===== src/rtl/mm_seq_pkg.sv =====
package mm_seq_pkg;

  typedef enum logic [3:0] {
    ST_IDLE, ST_A9, ST_VPP, ST_MSET_LO, ST_MSET_HI, ST_PRE, ST_PULSE,
    ST_PHOLD, ST_VERIFY, ST_TD_PRE, ST_MRST_LO, ST_MRST_HI, ST_VPP_OFF,
    ST_CMP, ST_END
  } mm_state_e;

  function automatic int unsigned cyc_max(int unsigned a, int unsigned b);
    return (a > b) ? a : b;
  endfunction

  // Cycles spent in each phase; every timing argument must be at least 1.
  function automatic int unsigned phase_len(
      mm_state_e s, int unsigned a9_to_vpp, int unsigned vpp_to_ce,
      int unsigned sel_setup, int unsigned sel_hold, int unsigned vpp_hold,
      int unsigned a9_hold, int unsigned pulse, int unsigned vfy);
    case (s)
      ST_A9:                        return a9_to_vpp;
      ST_VPP, ST_PRE, ST_TD_PRE:    return vpp_to_ce;
      ST_MSET_LO, ST_MRST_LO:       return sel_setup;
      ST_MSET_HI:                   return sel_hold;
      ST_PULSE:                     return pulse;
      ST_PHOLD:                     return vpp_hold;
      ST_MRST_HI:                   return cyc_max(sel_hold, vpp_hold);
      ST_VPP_OFF:                   return a9_hold;
      ST_VERIFY, ST_CMP:            return vfy;
      default:                      return 1;
    endcase
  endfunction

endpackage


===== src/rtl/mm_phase_timer.sv =====
module mm_phase_timer #(
  parameter int unsigned TW = 4
) (
  input  logic          clk,
  input  logic          rst_n,
  input  logic          load,
  input  logic [TW-1:0] load_val,
  output logic          expired
);
  logic [TW-1:0] cnt;

  always_ff @(posedge clk or negedge rst_n) begin
    if (!rst_n)             cnt <= '0;
    else if (load)          cnt <= load_val;
    else if (cnt != '0)     cnt <= cnt - 1'b1;
  end

  assign expired = (cnt == '0);

  AST_TMR_COUNTS_DOWN: assert property (@(posedge clk) disable iff (!rst_n)
    (!load && cnt != '0) |=> (cnt == TW'($past(cnt) - 1'b1)));
endmodule


===== src/rtl/mm_pulse_ctr.sv =====
module mm_pulse_ctr #(
  parameter int unsigned MAX_PULSES = 25
) (
  input  logic clk,
  input  logic rst_n,
  input  logic clr,
  input  logic inc,
  output logic exhausted
);
  localparam int unsigned PW = $clog2(MAX_PULSES + 1);
  logic [PW-1:0] cnt;

  always_ff @(posedge clk or negedge rst_n) begin
    if (!rst_n)      cnt <= '0;
    else if (clr)    cnt <= '0;
    else if (inc)    cnt <= cnt + 1'b1;
  end

  assign exhausted = (cnt == PW'(MAX_PULSES));

  AST_PULSE_WITHIN_LIMIT: assert property (@(posedge clk) disable iff (!rst_n)
    inc |-> !exhausted);
endmodule


===== src/rtl/mm_addr_ctr.sv =====
module mm_addr_ctr #(
  parameter int unsigned AW = 6
) (
  input  logic          clk,
  input  logic          rst_n,
  input  logic          clr,
  input  logic          inc,
  output logic [AW-1:0] addr,
  output logic          last
);
  always_ff @(posedge clk or negedge rst_n) begin
    if (!rst_n)      addr <= '0;
    else if (clr)    addr <= '0;
    else if (inc)    addr <= addr + 1'b1;
  end

  assign last = &addr;

  AST_ADDR_NO_WRAP: assert property (@(posedge clk) disable iff (!rst_n)
    inc |-> !last);
endmodule


===== src/rtl/margin_prog_seq.sv =====
module margin_prog_seq
  import mm_seq_pkg::*;
#(
  parameter int unsigned AW         = 6,
  parameter int unsigned DW         = 8,
  parameter int unsigned T_A9_VPP   = 3,
  parameter int unsigned T_VPP_CE   = 3,
  parameter int unsigned T_A10_SU   = 2,
  parameter int unsigned T_A10_HOLD = 2,
  parameter int unsigned T_VPP_HOLD = 3,
  parameter int unsigned T_A9_HOLD  = 3,
  parameter int unsigned T_PULSE    = 6,
  parameter int unsigned T_VERIFY   = 2,
  parameter int unsigned MAX_PULSES = 25
) (
  input  logic          clk,
  input  logic          rst_n,
  input  logic          start,
  output logic          busy,
  output logic          done,
  output logic          fail,
  output logic [AW-1:0] fail_addr,
  output logic [AW-1:0] img_addr,
  input  logic [DW-1:0] img_data,
  output logic [AW-1:0] ep_addr,
  output logic [DW-1:0] ep_dq_out,
  output logic          ep_dq_oe,
  input  logic [DW-1:0] ep_dq_in,
  output logic          ep_ce_n,
  output logic          ep_oe_n,
  output logic          ep_vpp_en,
  output logic          ep_a9_hv,
  output logic          ep_margin_line,
  output logic          ep_vcc_hi
);
  localparam int unsigned LMAX = cyc_max(cyc_max(cyc_max(T_A9_VPP, T_VPP_CE),
                                 cyc_max(T_A10_SU, T_A10_HOLD)),
                                 cyc_max(cyc_max(T_VPP_HOLD, T_A9_HOLD),
                                 cyc_max(T_PULSE, T_VERIFY)));
  localparam int unsigned TW = $clog2(LMAX + 1);

  mm_state_e st, nxt;
  logic tmr_exp, tmr_load;
  logic [TW-1:0] tmr_val;
  logic pc_exhausted, addr_last;
  logic [AW-1:0] addr;
  logic failed_q, done_q;
  logic [AW-1:0] fail_addr_q;

  // Named internal events
  logic start_acc, pulse_end, vfy_done, vfy_hit, vfy_miss;
  logic byte_adv, cmp_done, cmp_miss, cmp_adv, run_abort;

  assign start_acc = (st == ST_IDLE) && start;
  assign pulse_end = (st == ST_PULSE) && tmr_exp;
  assign vfy_done  = (st == ST_VERIFY) && tmr_exp;
  assign vfy_hit   = vfy_done && (ep_dq_in == img_data);
  assign vfy_miss  = vfy_done && (ep_dq_in != img_data);
  assign byte_adv  = vfy_hit && !addr_last;
  assign run_abort = vfy_miss && pc_exhausted;
  assign cmp_done  = (st == ST_CMP) && tmr_exp;
  assign cmp_miss  = cmp_done && (ep_dq_in != img_data);
  assign cmp_adv   = cmp_done && !cmp_miss && !addr_last;

  always_comb begin
    nxt = st;
    unique case (st)
      ST_IDLE:    if (start)   nxt = ST_A9;
      ST_A9:      if (tmr_exp) nxt = ST_VPP;
      ST_VPP:     if (tmr_exp) nxt = ST_MSET_LO;
      ST_MSET_LO: if (tmr_exp) nxt = ST_MSET_HI;
      ST_MSET_HI: if (tmr_exp) nxt = ST_PRE;
      ST_PRE:     if (tmr_exp) nxt = ST_PULSE;
      ST_PULSE:   if (tmr_exp) nxt = ST_PHOLD;
      ST_PHOLD:   if (tmr_exp) nxt = ST_VERIFY;
      ST_VERIFY:  if (tmr_exp) begin
                    if (vfy_hit) nxt = addr_last ? ST_TD_PRE : ST_PRE;
                    else         nxt = pc_exhausted ? ST_TD_PRE : ST_PRE;
                  end
      ST_TD_PRE:  if (tmr_exp) nxt = ST_MRST_LO;
      ST_MRST_LO: if (tmr_exp) nxt = ST_MRST_HI;
      ST_MRST_HI: if (tmr_exp) nxt = ST_VPP_OFF;
      ST_VPP_OFF: if (tmr_exp) nxt = failed_q ? ST_END : ST_CMP;
      ST_CMP:     if (tmr_exp) nxt = (cmp_miss || addr_last) ? ST_END : ST_CMP;
      ST_END:     nxt = ST_IDLE;
      default:    nxt = ST_IDLE;
    endcase
  end

  assign tmr_load = (st == ST_IDLE) ? start : tmr_exp;
  assign tmr_val  = TW'(phase_len(nxt, T_A9_VPP, T_VPP_CE, T_A10_SU, T_A10_HOLD,
                                  T_VPP_HOLD, T_A9_HOLD, T_PULSE, T_VERIFY) - 1);

  always_ff @(posedge clk or negedge rst_n) begin
    if (!rst_n) st <= ST_IDLE;
    else        st <= nxt;
  end

  always_ff @(posedge clk or negedge rst_n) begin
    if (!rst_n) begin
      failed_q    <= 1'b0;
      done_q      <= 1'b0;
      fail_addr_q <= '0;
    end else begin
      if (start_acc) begin
        failed_q <= 1'b0;
        done_q   <= 1'b0;
      end
      if (run_abort || cmp_miss) begin
        failed_q    <= 1'b1;
        fail_addr_q <= addr;
      end
      if (st == ST_END) done_q <= 1'b1;
    end
  end

  mm_phase_timer #(.TW(TW)) u_timer (
    .clk(clk), .rst_n(rst_n), .load(tmr_load), .load_val(tmr_val),
    .expired(tmr_exp));

  mm_pulse_ctr #(.MAX_PULSES(MAX_PULSES)) u_pulses (
    .clk(clk), .rst_n(rst_n), .clr(start_acc || byte_adv), .inc(pulse_end),
    .exhausted(pc_exhausted));

  mm_addr_ctr #(.AW(AW)) u_addr (
    .clk(clk), .rst_n(rst_n),
    .clr(start_acc || ((st == ST_VPP_OFF) && tmr_exp)),
    .inc(byte_adv || cmp_adv), .addr(addr), .last(addr_last));

  // Pin levels per phase
  always_comb begin
    ep_ce_n = 1'b1; ep_oe_n = 1'b1; ep_vpp_en = 1'b0; ep_a9_hv = 1'b0;
    ep_margin_line = 1'b0; ep_dq_oe = 1'b0; ep_vcc_hi = 1'b0;
    unique case (st)
      ST_A9, ST_VPP_OFF: begin ep_a9_hv = 1'b1; ep_vcc_hi = 1'b1; end
      ST_VPP, ST_TD_PRE, ST_MRST_HI: begin
        ep_a9_hv = 1'b1; ep_vcc_hi = 1'b1; ep_vpp_en = 1'b1;
      end
      ST_MSET_LO, ST_MSET_HI: begin
        ep_a9_hv = 1'b1; ep_vcc_hi = 1'b1; ep_vpp_en = 1'b1;
        ep_margin_line = 1'b1; ep_ce_n = (st == ST_MSET_HI);
      end
      ST_PRE, ST_PULSE, ST_PHOLD: begin
        ep_a9_hv = 1'b1; ep_vcc_hi = 1'b1; ep_vpp_en = 1'b1;
        ep_dq_oe = 1'b1; ep_ce_n = (st != ST_PULSE);
      end
      ST_VERIFY: begin
        ep_a9_hv = 1'b1; ep_vcc_hi = 1'b1; ep_ce_n = 1'b0; ep_oe_n = 1'b0;
      end
      ST_MRST_LO: begin
        ep_a9_hv = 1'b1; ep_vcc_hi = 1'b1; ep_vpp_en = 1'b1; ep_ce_n = 1'b0;
      end
      ST_CMP: begin ep_ce_n = 1'b0; ep_oe_n = 1'b0; end
      default: ;
    endcase
  end

  assign busy      = (st != ST_IDLE);
  assign done      = done_q;
  assign fail      = failed_q;
  assign fail_addr = fail_addr_q;
  assign img_addr  = addr;
  assign ep_addr   = addr;
  assign ep_dq_out = img_data;

  AST_IDLE_PINS_QUIET: assert property (@(posedge clk) disable iff (!rst_n)
    !busy |-> (ep_ce_n && ep_oe_n && !ep_vpp_en && !ep_a9_hv && !ep_dq_oe));
  AST_VPP_NEEDS_A9: assert property (@(posedge clk) disable iff (!rst_n)
    ep_vpp_en |-> ep_a9_hv);
  AST_SEL_STABLE_AT_CE_RISE: assert property (@(posedge clk) disable iff (!rst_n)
    $rose(ep_ce_n) |-> $stable(ep_margin_line));
  AST_SEL_DROP_CE_HIGH: assert property (@(posedge clk) disable iff (!rst_n)
    $fell(ep_margin_line) |-> (ep_ce_n && $past(ep_ce_n)));
  AST_PULSE_UNDER_VPP: assert property (@(posedge clk) disable iff (!rst_n)
    (!ep_ce_n && ep_dq_oe) |-> (ep_vpp_en && ep_oe_n));
  AST_A9_AFTER_VPP: assert property (@(posedge clk) disable iff (!rst_n)
    $fell(ep_a9_hv) |-> (!ep_vpp_en && $past(!ep_vpp_en)));
  AST_READBACK_NORMAL: assert property (@(posedge clk) disable iff (!rst_n)
    (!ep_oe_n && !ep_a9_hv) |-> (!ep_vpp_en && !ep_vcc_hi));
  AST_DONE_NOT_BUSY: assert property (@(posedge clk) disable iff (!rst_n)
    done |-> !busy);
  AST_VPP_OFF_CE_HIGH: assert property (@(posedge clk) disable iff (!rst_n)
    $fell(ep_vpp_en) |-> $past(ep_ce_n));
endmodule


===== config.mk =====
export PLATFORM = sky130hd
export DESIGN_NAME = margin_prog_seq
export DESIGN_NICKNAME = d
export VERILOG_FILES = /design/src/rtl/mm_seq_pkg.sv /design/src/rtl/mm_phase_timer.sv /design/src/rtl/mm_pulse_ctr.sv /design/src/rtl/mm_addr_ctr.sv /design/src/rtl/margin_prog_seq.sv
export SDC_FILE = /design/constraint.sdc
export NUM_CORES = 1
export LEC_CHECK = 0
export BUFFER_PORTS_ARGS = -buffer_cell sky130_fd_sc_hd__buf_2
export CAP_MARGIN = 10
export CORE_MARGIN = 4
export CORE_UTILIZATION = 50
export CTS_CLUSTER_DIAMETER = 200
export CTS_CLUSTER_SIZE = 16
export DETAILED_ROUTE_END_ITERATION = 10
export GPL_ROUTABILITY_DRIVEN = 1
export PLACE_DENSITY = 0.79
export SLEW_MARGIN = 20
export SYNTH_ARGS = -nofsm -noshare
export SYNTH_HDL_FRONTEND = slang
export SYNTH_HIERARCHICAL = 1
export SYNTH_SLANG_ARGS = --single-unit

===== constraint.sdc =====
create_clock -name clk -period 4.15 [get_ports clk]
set_input_delay 0 -clock clk [delete_from_list [all_inputs] [get_ports clk]]
set_output_delay 0 -clock clk [all_outputs]
set_load 0.02 [all_outputs]

; Word level (Yosys, flattened, before mapping)
; Memories as Yosys holds them, arrays and structs flattened.
; Cells that the tools add are included.
[classes]
add_sub_neg = 4
n_mul = 0
div_mod_pow = 0
magnitude_cmp = 0
n_eq_ne = 18
n_shift = 0
mux = 36
n_bitwise = 0
reduce_logical = 35
[op_table]
columns = cell, count
row1 = 4-bit 2-to-1 mux, 17
row2 = 4-bit one-hot mux with 14 select lines, 1
row3 = 4-bit == test (second input constant), 7
row4 = 4-bit by 3-bit == test with 1-bit output (second input constant), 4
row5 = 1-bit logical AND, 12
row6 = 6-bit 2-to-1 mux, 2
row7 = 12-bit OR reduction, 1
row8 = 5-bit 2-to-1 mux, 2
row9 = 2-bit nonzero test, 5
row10 = 1-bit 2-to-1 mux, 9
row11 = 9-bit OR reduction, 1
row12 = 4-bit by 2-bit == test with 1-bit output (second input constant), 2
row13 = 8-bit == test, 1
row14 = 8-bit inequality test, 1
row15 = 6-bit by 1-bit adder with 6-bit output (second input constant), 1
row16 = 3-bit 2-to-1 mux, 2
row17 = 6-bit AND reduction, 1
row18 = 3-bit OR reduction, 2
row19 = 3-bit by 1-bit subtractor with 3-bit output (second input constant), 2
row20 = 5-bit by 1-bit adder with 5-bit output (second input constant), 1
row21 = 5-bit == test (second input constant), 1
row22 = 1-bit logical OR, 5
row23 = 4-bit by 1-bit == test with 1-bit output (second input constant), 1
row24 = 4-bit zero test, 1
row25 = 8 further kinds, 11
[totals]
ff_bits = 26
latch_bits = 0
ram_bits = 0
mem_bits_ro = 48
in_bits = 19
wordCells = 101
mem_count = 1
[memory_table]
columns = memory, depth, word_bits, read_ports, rd_ports_with_merged_regs, wr, line_no
row1 = (name not given), 16, 3, 1, 0, 0, mm_seq_pkg.sv:18  ; case (s)

; Depth between registers and ports, before layout
; An unclocked memory read counts as a cell.
[depth]
depth_word = 10
mapped_depth = 16
mapped_depth_nobuf = 15

; Cells and area by module
; The synthesis kept the hierarchy.
[modules_own_cells]
columns = mod, instances, cells_per_inst, area_per_inst_um2, seq_area_each_um2
row1 = margin_prog_seq, 1, 151, 1234.9, 300.3
row2 = mm_addr_ctr, 1, 28, 281.5, 150.1
row3 = mm_pulse_ctr, 1, 25, 280.3, 125.1
row4 = mm_phase_timer, 1, 21, 201.4, 75.1

; Least setup slack after synthesis
; OpenSTA, ideal clock, no wires.
[synth_timing]
kind = register to register
start = register u_timer.cnt[0]
end = register u_timer.cnt[1]
setup_time_ps = 99
t_arrival_ps = 2818
t_required_ps = 4051
path_slack_ps = 1232
path_stages_with_launch = 17
path_buffers = 1
synth_period_minus_slack_ps = 2918
cell_sequence = dfrtp_1 inv_1 ha_1 nand2b_1 inv_1 buf_2 inv_1 o311ai_0 a32oi_1 o32ai_4 inv_2 or4b_1 o211ai_1 ha_1 inv_1 nor2b_1 a311oi_1
[synth_between]
elab_chain_cells = 10
elab_cells_between_ends = 30
[synth_rtl]
columns = item, line_no
row1 = start: declaration, mm_phase_timer.sv:10  ; logic [TW-1:0] cnt;
row2 = start signal: assignment, mm_phase_timer.sv:14  ; else if (load) cnt <= load_val;
row3 = start signal: assignment, mm_phase_timer.sv:15  ; else if (cnt != '0) cnt <= cnt - 1'b1;
row4 = 3-bit zero test *, mm_phase_timer.sv:18  ; assign expired = (cnt == '0);
row5 = via tmr_exp, margin_prog_seq.sv:43  ; logic tmr_exp, tmr_load;
row6 = 1-bit logical AND, margin_prog_seq.sv:61  ; assign cmp_done = (st == ST_CMP) && tmr_exp;
row7 = 1-bit logical AND, margin_prog_seq.sv:62  ; assign cmp_miss = cmp_done && (ep_dq_in != img_data);
row8 = 1-bit logical OR, margin_prog_seq.sv:84  ; ST_CMP: if (tmr_exp) nxt = (cmp_miss || addr_last) ? ST_END : ST_CMP;
row9 = 2-bit 2-to-1 mux, margin_prog_seq.sv:84
row10 = 4-bit 2-to-1 mux, margin_prog_seq.sv:84
row11 = 4-bit one-hot mux with 14 select lines *, margin_prog_seq.sv:67  ; unique case (st)
row12 = via nxt[0], margin_prog_seq.sv:42  ; mm_state_e st, nxt;
row13 = memory read 16 x 3 bit *, --
row14 = 3-bit by 1-bit subtractor with 3-bit output *, margin_prog_seq.sv:92  ; T_VPP_HOLD, T_A9_HOLD, T_PULSE, T_VERIFY) - 1);
row15 = via tmr_val[1], margin_prog_seq.sv:44  ; logic [TW-1:0] tmr_val;
row16 = 3-bit 2-to-1 mux *, mm_phase_timer.sv:14
; Mark *: on every way through the listed nets, which the timed path passes. The rest lies on a longest branch. The select of a mux whose other input is x is not followed.
; A chain may end at the register's enable or synchronous reset.

; Final worst setup path
; Same ends and word-level chain as after synthesis.

==> flow_summary.ini <==
[outcome]
status = finished, final reports clean

[grt]
grt_busiest_layer = met2
grt_pass1_wl_um = 6960
grt_max_degree = 27
grt_use_total = 0.166
grt_pass1_vias = 1461
antenna_found_initial = 0
grt_overflow = 0
met1_usage = 0.239
grtUsageMet2 = 0.261
gr-usage-met3 = 0.0351

[synthesis]
ys.flop_type = dfrtp_1
synth_seq_cells = 26
synth_top_area_frac = 0.326
yosysWarnings = 6
synth_top_cell_by_area = dfrtp_1
syn-cell-area_um2 = 2000
synth_edf_count = 0
synthesis.nets = 250
synth-seq-area-share = 0.326
synth_area_per_cell_um2 = 8.88
synth_area_leaders = dfrtp_1 33%, buf_4 5.6%, xor2_1 5.3%
ys_async_sr_fraction = 1.00
synth_cell_types = 54
syn_inst = 225

[die]
die-area_um2 = 5070
core_area_um2 = 3770
num_rows = 22
die_h_um = 71.2
io_pins = 55
die_width_um = 71.2
start_util = 0.530

[pwr]
vdd_drop_max_mv = 0.490
pwr-share-comb = 0.508
switchingPower_mw = 0.603
p_leak_nw = 1.09
power.internal_mw = 0.734
powerDensity_nw_per_um2 = 595
power.share.clock = 0.157
finalPower_mw = 1.34
seqPwrFrac = 0.334
switching_share = 0.451

[clocking]
cts-root-buf = clkbuf_8
clk_pin_slew_ns = 0.09
cts_made_buffers = 3
cts_tree = done
h-tree-depth = 1
cts_post_setup_buffers_inserted = 0
cts.sinks = 26
clk_latency_ns = 0.27
cts_buffer_depth = 2

[timing]
finalClockSkew_ns = 0.00421
max-slew-margin-rel = 0.486
setup_viol_count_final = 0
hold_viol_final = 0
finalCritPeriodShare = 0.802
fin_tns_setup_ns = 0
rsz0062_at_grt = false
min_period_ns = 3.33
max_freq_mhz = 300
worstMarginPinSlew_ns = 0.771
maxSlewViolCount = 0

[setup_path]
crit_arrival_ns = 3.51
criticalPathCategory = flip-flop to flip-flop
end_kind = flip-flop
cp_data_required_time_ns = 4.33
r2r_end = u_timer/cnt[1]$_DFFE_PN0P_
cp_slowest_cell = or4b_1
rr_startpoint = u_timer/cnt[0]$_DFFE_PN0P_
max_stage_delay_ns = 0.48
crit_chain = inv_1, ha_1, nand2b_1, inv_1, inv_1, nor2_1, and3_1, o31ai_1, a21oi_1, or4b_1, o211ai_1, ha_1, inv_1, nor2b_1, a311oi_1
r2r_cells = 15
setup.worst_path.start_class = flip-flop
cp_common_cell = inv_1
reg2reg_slack_ns = 0.82
critPathMaxFanout = 10

[final_layout]
drive_above_1_share = 0.302
postLayoutCoreUtil = 0.596
area_growth_pct = 12.4
fin_nets = 284
diodes = 0

[drt]
viasPerCell = 5.55
drtPass1Iterations = 4
drtIter0Drc = 137
drt_wl_total_um = 4220
ant_nets = 0
wl_per_cell_um = 13.8
drc = 0
routed-via-count = 1698

[min_path]
hp-start = start
hold_class = input port to flip-flop
hold_depth = 4
hold_path_end = fail$_DFFE_PN0P_

[run]
drv_cap = 0

[placement]
hpwl_um = 3110
routabilityCongestion = 0.825
io_buffers = 54
-- metal layers --
layer / wire [um] / up-vias / part of all wire
met4: 12 / 0 / 0.0028
met3: 352 / 2 / 0.083
met5: 0 / - / 0
li1: - / 846 / -
met1: 1920 / 779 / 0.45
met2: 1940 / 71 / 0.46
-- kinds of logic (layout without fill, tap and decap cells) --
family / after synthesis / after routing / share of synthesized area
xor gates and xnor gates: 16 / 16 / 0.0701
muxes: 11 / 11 / 0.0664
DFF: 26 / 26 / 0.326
adders and majority gates: 6 / 6 / 0.0376
AOI/OAI and AO/OA: 42 / 42 / 0.148
buffers and inverters: 38 / 71 / 0.106
and+or+nand+nor: 86 / 86 / 0.245
-- how the worst max path moves through the flow --
stage | from | endpoint | slack [ns] | cells past startpoint
floorplan | u_timer/cnt[0]$_DFFE_PN0P_ | u_timer/cnt[1]$_DFFE_PN0P_ | 1.23 | 16
global placement | u_timer/cnt[0]$_DFFE_PN0P_ | u_timer/cnt[1]$_DFFE_PN0P_ | 1.08 | 15
detailed placement | u_timer/cnt[0]$_DFFE_PN0P_ | u_timer/cnt[1]$_DFFE_PN0P_ | 0.91 | 15
CTS | u_timer/cnt[0]$_DFFE_PN0P_ | u_timer/cnt[1]$_DFFE_PN0P_ | 0.88 | 15
global route | u_timer/cnt[1]$_DFFE_PN0P_ | u_timer/cnt[1]$_DFFE_PN0P_ | 0.52 | 15
finish | u_timer/cnt[0]$_DFFE_PN0P_ | u_timer/cnt[1]$_DFFE_PN0P_ | 0.82 | 15
-- synthesized netlist by cell type, types with 4 or more instances --
cell	n
a31oi_1	5
xnor2_1	4
nor2b_1	7
nand2_1	15
ha_1	6
mux2_2	7
clkbuf_1	5
a21oi_1	12
xor2_1	12
nand4_1	4
buf_2	5
dfrtp_1	26
buf_4	15
nor2_1	24
o21ai_0	8
inv_1	9
-- cell usage in the layout, fill, tap and decap left out, drive strengths merged, types with 2 or more instances in the layout --
master  count
nor2       24
nand3b      3
and4b       2
nand2      17
ha          6
or2b        2
mux2        9
inv        11
nand2b      3
a221o       2
o21ai       8
nand4b      2
or3b        2
xnor2       4
clkbuf      3
a21oi      12
nor4b       3
nor3        3
nor4        2
mux2i       2
nand4       4
a32oi       2
and2        2
buf        55
o211ai      2
and3        2
nand3       3
dfrtp      26
nor2b       7
or3         2
a31oi       5
xor2       12
-- sequential cells by signal, summed over array words and instances (netlist names) --
name          count
fail_addr         6
u_addr/addr       6
u_pulses/cnt      5
st                4
u_timer/cnt       3
done              1
fail              1
-- stage by stage --
stage | worst slack, ns | cells | cell area [um^2] | hold WS, ns
floorplan | 1.23 | 225 | 2000 | -0.296
global placement | 1.08 | 301 | 2160 | 0.0278
detailed placement | 0.913 | 301 | 2160 | 0.0299
CTS | 0.878 | 306 | 2250 | 0.0429
global route | 0.516 | 306 | 2250 | 0.0561
finish | 0.821 | 306 | 2250 | 0.0612
-- cell type report --
| cell class | instances | area [um^2] |
|---|---|---|
| clock buffers | 3 | 41.3 |
| clock inverters | 1 | 30.0 |
| fillers | 351 | 1530 |
| inverters | 11 | 41.3 |
| multi-input cells | 161 | 1130 |
| flip-flops and latches | 26 | 651 |
| well taps | 48 | 60.1 |
| repair buffers | 56 | 288 |
-- power groups by stage --
stage / clock network (mW) / registers [mW] / logic, mW
floorplan: 0 / 0.365 / 0.621
global placement: 0 / 0.447 / 0.659
detailed placement: 0 / 0.449 / 0.672
CTS: 0.215 / 0.444 / 0.679
global route: 0.225 / 0.465 / 0.764
finish: 0.210 / 0.447 / 0.679
-- what timing repair did --
action                                  CTS  global route
hold buffers                              1             0
gates resized for setup                   0             0
endpoints found under the hold margin    26             0
endpoints found under the setup margin    0             0
-- critical path, delay by kind of cell, from the launching register on --
kind	cells	cell delay, ns
AOI/OAI and AO/OA	4	0.80
and+or+nand+nor	5	1.03
adders and majority gates	2	0.47
buffers and inverters	4	0.53
DFF	1	0.40
Note: power is estimated with default switching activity, not from simulation.
